`config.mk`:
```
export PLATFORM = sky130hd
export DESIGN_NAME = alarm_monitor
export DESIGN_NICKNAME = d
export VERILOG_FILES = /design/src/rtl/alarm_pkg.sv /design/src/rtl/silence_counter.sv /design/src/rtl/sticky_status.sv /design/src/rtl/alarm_monitor.sv
export SDC_FILE = /design/constraint.sdc
export NUM_CORES = 1
export LEC_CHECK = 0
export BUFFER_PORTS_ARGS = -buffer_cell sky130_fd_sc_hd__buf_4
export CAP_MARGIN = 30
export CORE_MARGIN = 4
export CORE_UTILIZATION = 47
export DETAILED_ROUTE_END_ITERATION = 12
export GPL_TIMING_DRIVEN = 0
export PLACE_DENSITY = 0.71
export REMOVE_ABC_BUFFERS = 1
export SLEW_MARGIN = 20
export SYNTH_ARGS = -nofsm -noshare
export SYNTH_HDL_FRONTEND = slang
export SYNTH_SLANG_ARGS = --single-unit
```
`constraint.sdc`:
```
create_clock -name clk_i -period 1.8 [get_ports clk_i]
set_input_delay 0.36 -clock clk_i [delete_from_list [all_inputs] [get_ports clk_i]]
set_output_delay 0.36 -clock clk_i [all_outputs]
set_load 0.02 [all_outputs]
```
`src/rtl/alarm_pkg.sv`:
```
package alarm_pkg;
  localparam int unsigned LOS_SPACES = 175;
  localparam int unsigned DPM_IDLE   = 63;
  localparam int unsigned NUM_CH     = 2;
  localparam int unsigned CH_LOS     = 0;
  localparam int unsigned CH_DPM     = 1;
endpackage

```
`src/rtl/silence_counter.sv`:
```
module silence_counter #(
  parameter int unsigned LIMIT = 175
) (
  input  logic clk_i,
  input  logic rst_ni,
  input  logic activity_i,
  output logic alarm_o
);
  localparam int unsigned CW = $clog2(LIMIT + 1);
  localparam logic [CW-1:0] LIM = CW'(LIMIT);

  logic [CW-1:0] cnt_q;

  // saturates at LIM; any activity restarts from zero
  always_ff @(posedge clk_i or negedge rst_ni) begin
    if (!rst_ni)              cnt_q <= '0;
    else if (activity_i)      cnt_q <= '0;
    else if (cnt_q != LIM)    cnt_q <= cnt_q + CW'(1);
  end

  assign alarm_o = (cnt_q == LIM);

  // one active period restores the alarm
  assert_drop_on_activity_R2: assert property (@(posedge clk_i) disable iff (!rst_ni)
    activity_i |=> !alarm_o);
  // no wrap while silence continues
  assert_no_wrap_R8: assert property (@(posedge clk_i) disable iff (!rst_ni)
    (alarm_o && !activity_i) |=> alarm_o);
  // alarm only rises out of a silent period
  assert_rise_after_silence_R1: assert property (@(posedge clk_i) disable iff (!rst_ni)
    $rose(alarm_o) |-> $past(!activity_i));
endmodule

```
`src/rtl/sticky_status.sv`:
```
module sticky_status (
  input  logic clk_i,
  input  logic rst_ni,
  input  logic alarm_i,
  input  logic clr_i,
  output logic stat_o
);
  logic alarm_d_q;
  logic stat_q;
  logic rise;

  assign rise = alarm_i && !alarm_d_q;

  always_ff @(posedge clk_i or negedge rst_ni) begin
    if (!rst_ni) begin
      alarm_d_q <= 1'b0;
      stat_q    <= 1'b0;
    end else begin
      alarm_d_q <= alarm_i;
      if (rise)                   stat_q <= 1'b1;
      else if (clr_i && !alarm_i) stat_q <= 1'b0;
    end
  end

  assign stat_o = stat_q;

  assert_set_on_rise_R5: assert property (@(posedge clk_i) disable iff (!rst_ni)
    $rose(alarm_i) |=> stat_o);
  assert_clear_ignored_R7: assert property (@(posedge clk_i) disable iff (!rst_ni)
    (stat_o && alarm_i) |=> stat_o);
  assert_clear_honoured_R6: assert property (@(posedge clk_i) disable iff (!rst_ni)
    (clr_i && !alarm_i) |=> !stat_o);
endmodule

```
`src/rtl/alarm_monitor.sv`:
```
module alarm_monitor
  import alarm_pkg::*;
#(
  parameter int unsigned LOS_LIMIT = LOS_SPACES,
  parameter int unsigned DPM_LIMIT = DPM_IDLE
) (
  input  logic clk_i,
  input  logic rst_ni,
  input  logic mark_p_i,
  input  logic mark_n_i,
  input  logic mon_act_i,
  input  logic clr_los_i,
  input  logic clr_dpm_i,
  output logic los_o,
  output logic dpm_o,
  output logic los_stat_o,
  output logic dpm_stat_o,
  output logic irq_no
);
  logic [NUM_CH-1:0] act, clr, alarm, stat;

  assign act[CH_LOS] = mark_p_i | mark_n_i;
  assign act[CH_DPM] = mon_act_i;
  assign clr[CH_LOS] = clr_los_i;
  assign clr[CH_DPM] = clr_dpm_i;

  for (genvar i = 0; i < NUM_CH; i++) begin : g_ch
    localparam int unsigned LIM = (i == CH_LOS) ? LOS_LIMIT : DPM_LIMIT;
    silence_counter #(.LIMIT(LIM)) u_cnt (
      .clk_i      (clk_i),
      .rst_ni     (rst_ni),
      .activity_i (act[i]),
      .alarm_o    (alarm[i])
    );
    sticky_status u_stat (
      .clk_i   (clk_i),
      .rst_ni  (rst_ni),
      .alarm_i (alarm[i]),
      .clr_i   (clr[i]),
      .stat_o  (stat[i])
    );
  end

  assign los_o      = alarm[CH_LOS];
  assign dpm_o      = alarm[CH_DPM];
  assign los_stat_o = stat[CH_LOS];
  assign dpm_stat_o = stat[CH_DPM];
  assign irq_no     = ~|stat;

  // a clear on one channel never touches the other status bit
  assert_ch_indep_R10: assert property (@(posedge clk_i) disable iff (!rst_ni)
    (clr_los_i && !clr_dpm_i && dpm_stat_o) |=> dpm_stat_o);
  // interrupt low while any status is pending
  assert_irq_pending_R5: assert property (@(posedge clk_i) disable iff (!rst_ni)
    $rose(los_o) |=> (los_stat_o && !irq_no));
endmodule

```
; ---- After elaboration in Yosys (flattened, before gate mapping)
; Cells that the tools add are included.
[totals]
inputBits = 7
reg_bits = 18
[op_classes]
n_reduce_logical = 14
n_mux = 8
n_addsub = 2
n_eq_ne = 4
bitwise = 1
[op_table]
columns = op, n
row1 = $mux 8, 2
row2 = $mux 6, 2
row3 = $add 8x1->8 const B, 1
row4 = $eq 8x8->1 const B, 1
row5 = $ne 8x8->1 const B, 1
row6 = $reduce_bool 2->1, 4
row7 = $add 6x1->6 const B, 1
row8 = $eq 6x6->1 const B, 1
row9 = $ne 6x6->1 const B, 1
row10 = $logic_not 1->1, 5
row11 = $logic_and 1x1->1, 4
row12 = $mux 1, 4
row13 = $reduce_or 2->1, 1
row14 = $or 1x1->1, 1

; ---- Logic depth before layout (Yosys ltp)
; Gate-level depths: netlist of the first run.
[logic_depth]
word_depth = 5
depth_mapped = 5
depth_no_buf = 5

; ---- Cells and area by module
; From an unflattened synthesis of the first run, not the netlist that was laid out.
[unflattened]
cells_unflattened = 84
hier_area_um2 = 892.1
[modules_own_cells]
columns = mod, area_per_inst_um2, n_inst, cells_each
row1 = silence_counter at g_ch[0].u_cnt, 414.1, 1, 42
row2 = silence_counter at g_ch[1].u_cnt, 330.3, 1, 30
row3 = sticky_status, 68.8, 2, 5
row4 = alarm_monitor, 10.0, 1, 2

; ---- Worst setup path after synthesis of the first run
; No wires, ideal clock.
[synth_path]
path_kind = reg2out
from = register g_ch[0].u_cnt.cnt_q[0]
to = output port los_o
t_arrival_ns = 1.073
path_slack_ns = 0.367
path_stages_with_launch = 5
cell_sequence = dfrtp_1 -> ha_1 -> and3_2 -> nand2_1 -> inv_1
[synth_between]
elab_chain_len = 1
[synth_rtl]
columns = item, line
row1 = start: declaration, silence_counter.sv:12  ; logic [CW-1:0] cnt_q;
row2 = start signal: assignment, silence_counter.sv:18  ; else if (cnt_q != LIM) cnt_q <= cnt_q + CW'(1);
row3 = $eq 8x8->1, silence_counter.sv:21  ; assign alarm_o = (cnt_q == LIM);
row4 = end: declaration, alarm_monitor.sv:14  ; output logic los_o,
; No other way between the ends.

; ---- Worst setup path in the final report of the first run
[layout_path]
from = register g_ch[1].u_cnt.cnt_q[1]
to = output port dpm_o
[layout_between]
elab_chain_len = 1
[layout_rtl]
columns = item, line
row1 = start: declaration, silence_counter.sv:12
row2 = start signal: assignment, silence_counter.sv:18
row3 = $eq 6x6->1, silence_counter.sv:21
row4 = end: declaration, alarm_monitor.sv:15  ; output logic dpm_o,
; No other way between the ends.

==> results of run 1 <==
Yosys cell counts, types with 2 or more instances:
library cell   n
dfrtp_1       18
nor3_1         8
a21oi_1        7
o21ai_0        6
nand3_1        5
inv_1          4
a31oi_1        3
nand2_1        3
nand4_1        3
or3_1          3
a2bb2oi_1      2
ha_1           2
nor2_1         2
nor3b_1        2
o21bai_1       2
xnor2_1        2
sequential cells by signal, summed over array words and instances, names as in the netlist:
signal                 count
g_ch.u_stat.stat_o         2
g_ch.u_cnt.cnt_q          14
g_ch.u_stat.alarm_d_q      2
timing repair:
item,in CTS,in global routing
buffers inserted,4,8
pin swaps,0,3
gates cloned,0,0
endpoints found under the hold margin,18,0
gates resized for setup,7,7
setup endpoints to repair,2,2
hold buffers,1,0
path summary, 6_finish.rpt:
path,startpoint,to,slack (ns),cells past startpoint
setup / recovery,g_ch[1].u_cnt.cnt_q[1],dpm_o,0.04,5
hold / removal,clr_los_i,g_ch[0].u_stat.stat_o,0.21,2
setup reg to reg,g_ch[0].u_cnt.cnt_q[1],g_ch[0].u_cnt.cnt_q[6],0.31,5
hold reg to reg,g_ch[0].u_stat.alarm_d_q,g_ch[0].u_stat.stat_o,0.53,2
max in group asynchronous,rst_ni,g_ch[0].u_cnt.cnt_q[4],1.13,2
min in group asynchronous,rst_ni,g_ch[1].u_cnt.cnt_q[5],0.45,2
where the power goes:
group / internal [uW] / switching, uW
clock network: 124 / 138
registers: 412 / 9.06
logic: 33.5 / 30.1
worst register-to-register path: stages (launching register included):
cell and delay [ns]:
dfrtp_1 0.42, ha_4 0.17, buf_4 0.10, nand3_1 0.18, or3_1 0.40, a21oi_1 0.15
metal layers:
metal	wire length, um	GRT usage
met1	934	0.229
met2	1070	0.243
met3	52	0.0386
met4	51	0.0645
met5	0	0
kinds of logic after synthesis:
group / Yosys count
AND/OR/NAND/NOR: 32
XOR/XNOR: 2
buffers and inverters: 5
AO/OA/AOI/OAI: 23
adder cells (fa/ha/maj): 2
flip-flops: 18
area by class of cell:
class,instances,area share
Sequential cell,18,0.395
Multi-Input combinational cell,59,0.367
Timing Repair Buffer,24,0.166
Clock buffer,4,0.0317
Tap cell,25,0.0274
Inverter,4,0.0131
per-stage QoR:
step,util,setup slack (ns),setup TNS (ns),std cells
6_report,0.670,0.0416,0,134
5_1_grt,0.670,-0.0201,-0.0227,134
4_1_cts,0.613,0.000747,0,126
3_5_place_dp,0.556,0.162,0,117
3_3_place_gp,0.556,0.171,0,117
2_1_floorplan,-,0.367,0,81
==> out/metrics.cfg, run 1 <==
[timing]
fmax_ghz = 0.569
hold_viol = 0
skew_ns = 0.00674
hold_slack_ns = 0.208
finalCritPeriodShare = 0.977
maxSlewViolCount = 0
slew_headroom = 0.815
fin_crit_ns = 1.76
setup_viol = 0
worst_slew_pin_slew_ns = 0.274

[synthesis]
synth.distinct_cells = 26
syn_area_sq_um = 840
synth_edf_count = 0
synth_top_family_by_area = simple AND/OR/NAND/NOR gates
synth-main-ff-cell = dfrtp_1
synth_compound_area_frac = 0.165
avgSynthCellArea_sq_um = 10.2
synth_xor_area_frac = 0.0209
ys_seq_area_frac = 0.537
synth_simple_gate_area_frac = 0.225
postSynthCellCount = 82
yosys.area.top_type = dfrtp_1
synth_adder_area_share = 0.0298
yosysWarnings = 0
ys_ff_latch = 18
netlist_top_cells_area = dfrtp_1 (54%), nor3_1 (4.8%), a21oi_1 (4.2%)
synthMuxAreaShare = 0
ys_async_sr_fraction = 1.00
yosys.area.top_type_share = 0.537

[final_layout]
area_growth_pct = 36.2
seqCellArea_sq_um = 452
nets = 119
diodes = 0
multiInputGateArea_sq_um = 419
drive_above_1_share = 0.349
post-route-cell-area_sq_um = 1140
final_common_cell = buf_4
most-common-layout-cells = buf_4 (21), dfrtp_1 (17), nor3_1 (8), a21oi_1 (7), o21ai_0 (6)
n_fill_cell = 129

[cts]
clock-sinks = 18
clockBufferDepth = 2
clk_latency_ns = 0.30
clockRootBuffer = clkbuf_4
clkTransAtPathRegs_ns = 0.11
htree_levels = 1
numCtsBuffers = 3
cts_tree = yes

[global_routing]
grt_usage = 0.164
grt_max_degree = 19
grt_pass1_wl_um = 3150
grt_pass1_vias = 736
antenna_found_initial = 0
grt-ovfl-total = 0

[flow_run]
maxCapViolations = 0

[drt]
first_pass_iters = 4
drc = 0
vias = 778
wl_per_cell_um = 15.7
ant_nets = 0
initialDrtViolationCount = 9
avgViaCountPerCell = 5.81
wl_um = 2110

[place]
placed_area_sq_um = 950
gp_congestion = 0.862
portBuffers = 11
place_hpwl_um = 1240

[critical_path]
cpPeakStageDelay_ns = 0.42
slowest_stage = dfrtp_1
worst-setup-path-type = flop to output port
worstPathMaxFanout = 5
crit_buf_inv = 2
critPathRequiredTime_ns = 1.44
end_kind = output port
crit_family = flip-flops
setup.worst_path.start_class = flop
arrival_ns = 1.40
crit_chain = ha_4, and3_4, nand3_4, inv_2, buf_6

[floorplan]
initial_core_util = 0.492
rows = 15
dieWidth_um = 50.3
io_pins = 12
die_h_um = 50.3
die_area_sq_um = 2530
fp.coreArea_sq_um = 1710

[hold_path]
hp-class = primary input to flop

[power_and_ir_drop]
powerDensity_nw_per_um2 = 652
ir_drop_mv = 0.469
leakage_uw = 0.000485
finalPower_uw = 746

[status]
status = finished clean

(Power assumes the default switching activity.)
==> run 2, diff against run 1 <==
--- a/config.mk
+++ b/config.mk
@@ -8,10 +8,10 @@
 export BUFFER_PORTS_ARGS = -buffer_cell sky130_fd_sc_hd__buf_4
 export CAP_MARGIN = 30
 export CORE_MARGIN = 4
-export CORE_UTILIZATION = 47
+export CORE_UTILIZATION = 45
 export DETAILED_ROUTE_END_ITERATION = 12
 export GPL_TIMING_DRIVEN = 0
-export PLACE_DENSITY = 0.71
+export PLACE_DENSITY = 0.68
 export REMOVE_ABC_BUFFERS = 1
 export SLEW_MARGIN = 20
 export SYNTH_ARGS = -nofsm -noshare
==> run 2 against run 1 <==
Sequential cell count is the same. First-iteration DRC count grew 56%. Register-to-register slack improved by 0.02 ns. Critical path depth did not move. Sequential power about the same. Via count fell by 9.1%. Maximum frequency increased by 0.60%. Global-route usage is 0.69 points lower. Critical endpoint unchanged.
==> out/metrics.cfg, run 2 (synthesis gave the netlist of run 1 again) <==
[floorplan]
fp.coreArea_sq_um = 1750  ; was 1710 sq um
initial_core_util = 0.481  ; was 0.492
rows = 15  ; unchanged
io_pins = 12  ; unchanged
dieWidth_um = 51.2  ; was 50.3 um
die_area_sq_um = 2620  ; was 2530 sq um
die_h_um = 51.2  ; was 50.3 um

[critical_path]
worst-setup-path-type = flop to output port  ; unchanged
worstPathMaxFanout = 3  ; was 5
cpPeakStageDelay_ns = 0.42  ; about the same
arrival_ns = 1.39  ; was 1.40 ns
end_kind = output port  ; unchanged
setup.worst_path.start_class = flop  ; unchanged
crit_chain = ha_4, and3_4, nand3_2, inv_2, buf_6  ; was ha_4, and3_4, nand3_4, inv_2, buf_6
critPathRequiredTime_ns = 1.44  ; about the same
slowest_stage = dfrtp_1  ; unchanged

[place]
placed_area_sq_um = 950  ; unchanged
gp_congestion = 0.802  ; was 0.862
place_hpwl_um = 1220  ; was 1240 um
portBuffers = 11  ; unchanged
dp_slack_ns = 0.172  ; was 0.162 ns

[drt]
wl_um = 1900  ; was 2110 um
ant_nets = 0  ; unchanged
avgViaCountPerCell = 5.36  ; was 5.81
first_pass_iters = 3  ; was 4
initialDrtViolationCount = 14  ; was 9
drc = 0  ; unchanged
wl_per_cell_um = 14.4  ; was 15.7 um
vias = 707  ; was 778

[cts]
clk_latency_ns = 0.29  ; was 0.30 ns
clockBufferDepth = 2  ; unchanged
clock-sinks = 18  ; unchanged
clkTransAtPathRegs_ns = 0.10  ; was 0.11 ns
cts_tree = yes  ; unchanged
clockRootBuffer = clkbuf_4  ; unchanged
numCtsBuffers = 3  ; unchanged
htree_levels = 1  ; unchanged

[final_layout]
area_growth_pct = 34.0  ; was 36.2%
largest_register_ffs = 14  ; unchanged
largest-register = g_ch.u_cnt.cnt_q  ; unchanged
final_common_cell = buf_4  ; unchanged
finish.utilization = 0.644  ; was 0.670
n_fill_cell = 138  ; was 129
diodes = 0  ; unchanged
multiInputGateArea_sq_um = 420  ; was 419 sq um
nets = 117  ; was 119
most-common-layout-cells = buf_4 (20), dfrtp_1 (18), nor3_1 (8), a21oi_1 (7), o21ai_0 (6)  ; was buf_4 (21), dfrtp_1 (17), nor3_1 (8), a21oi_1 (7), o21ai_0 (6)
post-route-cell-area_sq_um = 1120  ; was 1140 sq um
seqCellArea_sq_um = 450  ; was 452 sq um
drive_above_1_share = 0.318  ; was 0.349

[flow_run]
maxCapViolations = 0  ; unchanged

[global_routing]
grt_pass1_vias = 678  ; was 736
grt_usage = 0.157  ; was 0.164
grt-ovfl-total = 0  ; unchanged
grt_max_degree = 19  ; unchanged
grt_pass1_wl_um = 3010  ; was 3150 um
antenna_found_initial = 0  ; unchanged

[timing]
worst_slew_pin_slew_ns = 0.262  ; was 0.274 ns
hold_viol = 0  ; unchanged
fmax_ghz = 0.572  ; was 0.569 GHz
skew_ns = 0.00615  ; was 0.00674 ns
maxSlewViolCount = 0  ; unchanged
worst_slack_ns = 0.0521  ; was 0.0416 ns
slew_headroom = 0.824  ; was 0.815
setup_viol = 0  ; unchanged
fin_crit_ns = 1.75  ; was 1.76 ns
fin_setup_tns_ns = 0  ; unchanged
finalCritPeriodShare = 0.971  ; was 0.977

[power_and_ir_drop]
ir_drop_mv = 0.570  ; was 0.469 mV
leakage_uw = 0.000493  ; was 0.000485 uW
powerDensity_nw_per_um2 = 644  ; was 652 nW/um^2

[status]
status = finished clean  ; unchanged

[hold_path]
hp-class = primary input to flop  ; unchanged

-- run 2: cell count changes in the layout (fill, tap and decap cells not counted), sizes merged --
cell and delta:
buf -2
-- run 2: cell type report --
type                            instances  area share
Timing Repair Buffer                   22       0.152
Inverter                                4      0.0133
Multi-Input combinational cell         59       0.374
Clock buffer                            4      0.0323
Sequential cell                        18       0.400
Tap cell                               25      0.0278
-- run 2: critical path: cells and delay by family, from the launching register on --
kind | cells | cell delay (ns)
AND/OR/NAND/NOR | 2 | 0.30
adder cells (fa/ha/maj) | 1 | 0.17
buffers and inverters | 2 | 0.20
flip-flops | 1 | 0.42
-- run 2: metal layers --
metal / global-route usage / share of wire
met1: 0.187 / 0.46
met2: 0.275 / 0.50
met3: 0.0525 / 0.030
met4: 0.0269 / 0.0063
met5: 0 / 0
-- run 2: final timing paths --
path / startpoint / end / slack [ns] / depth (start not counted)
max in group asynchronous: rst_ni / g_ch[0].u_cnt.cnt_q[1] / 1.14 / 2
setup / recovery: g_ch[1].u_cnt.cnt_q[1] / dpm_o / 0.05 / 5
hold / removal: clr_dpm_i / g_ch[1].u_stat.stat_o / 0.23 / 2
hold reg to reg: g_ch[1].u_cnt.cnt_q[2] / g_ch[1].u_cnt.cnt_q[2] / 0.58 / 1
min in group asynchronous: rst_ni / g_ch[0].u_cnt.cnt_q[7] / 0.46 / 2
setup reg to reg: g_ch[0].u_cnt.cnt_q[1] / g_ch[0].u_cnt.cnt_q[6] / 0.33 / 5
-- run 2: metrics by stage --
step	cells	total power [uW]	hold slack (ns)
after floorplan	81	442	0.0644
after global placement	117	466	0.244
after detailed placement	117	467	0.242
after CTS	126	724	0.227
after global routing	132	756	0.226
final	132	724	0.232
-- run 2: what timing repair did --
action                                 in CTS  in global routing
endpoints found under the hold margin      18                  0
pin swaps                                   0                  2
hold buffers                                1                  0
gates resized for setup                     5                  7
buffers inserted                            4                  6
setup endpoints to repair                   2                  2
-- run 2: where the power goes --
part	internal, uW	switching [uW]	leakage, uW	total (uW)
clock	123	122	0.0000210	245
combinational	31.0	27.8	0.000224	58.8
sequential	411	8.95	0.000248	420
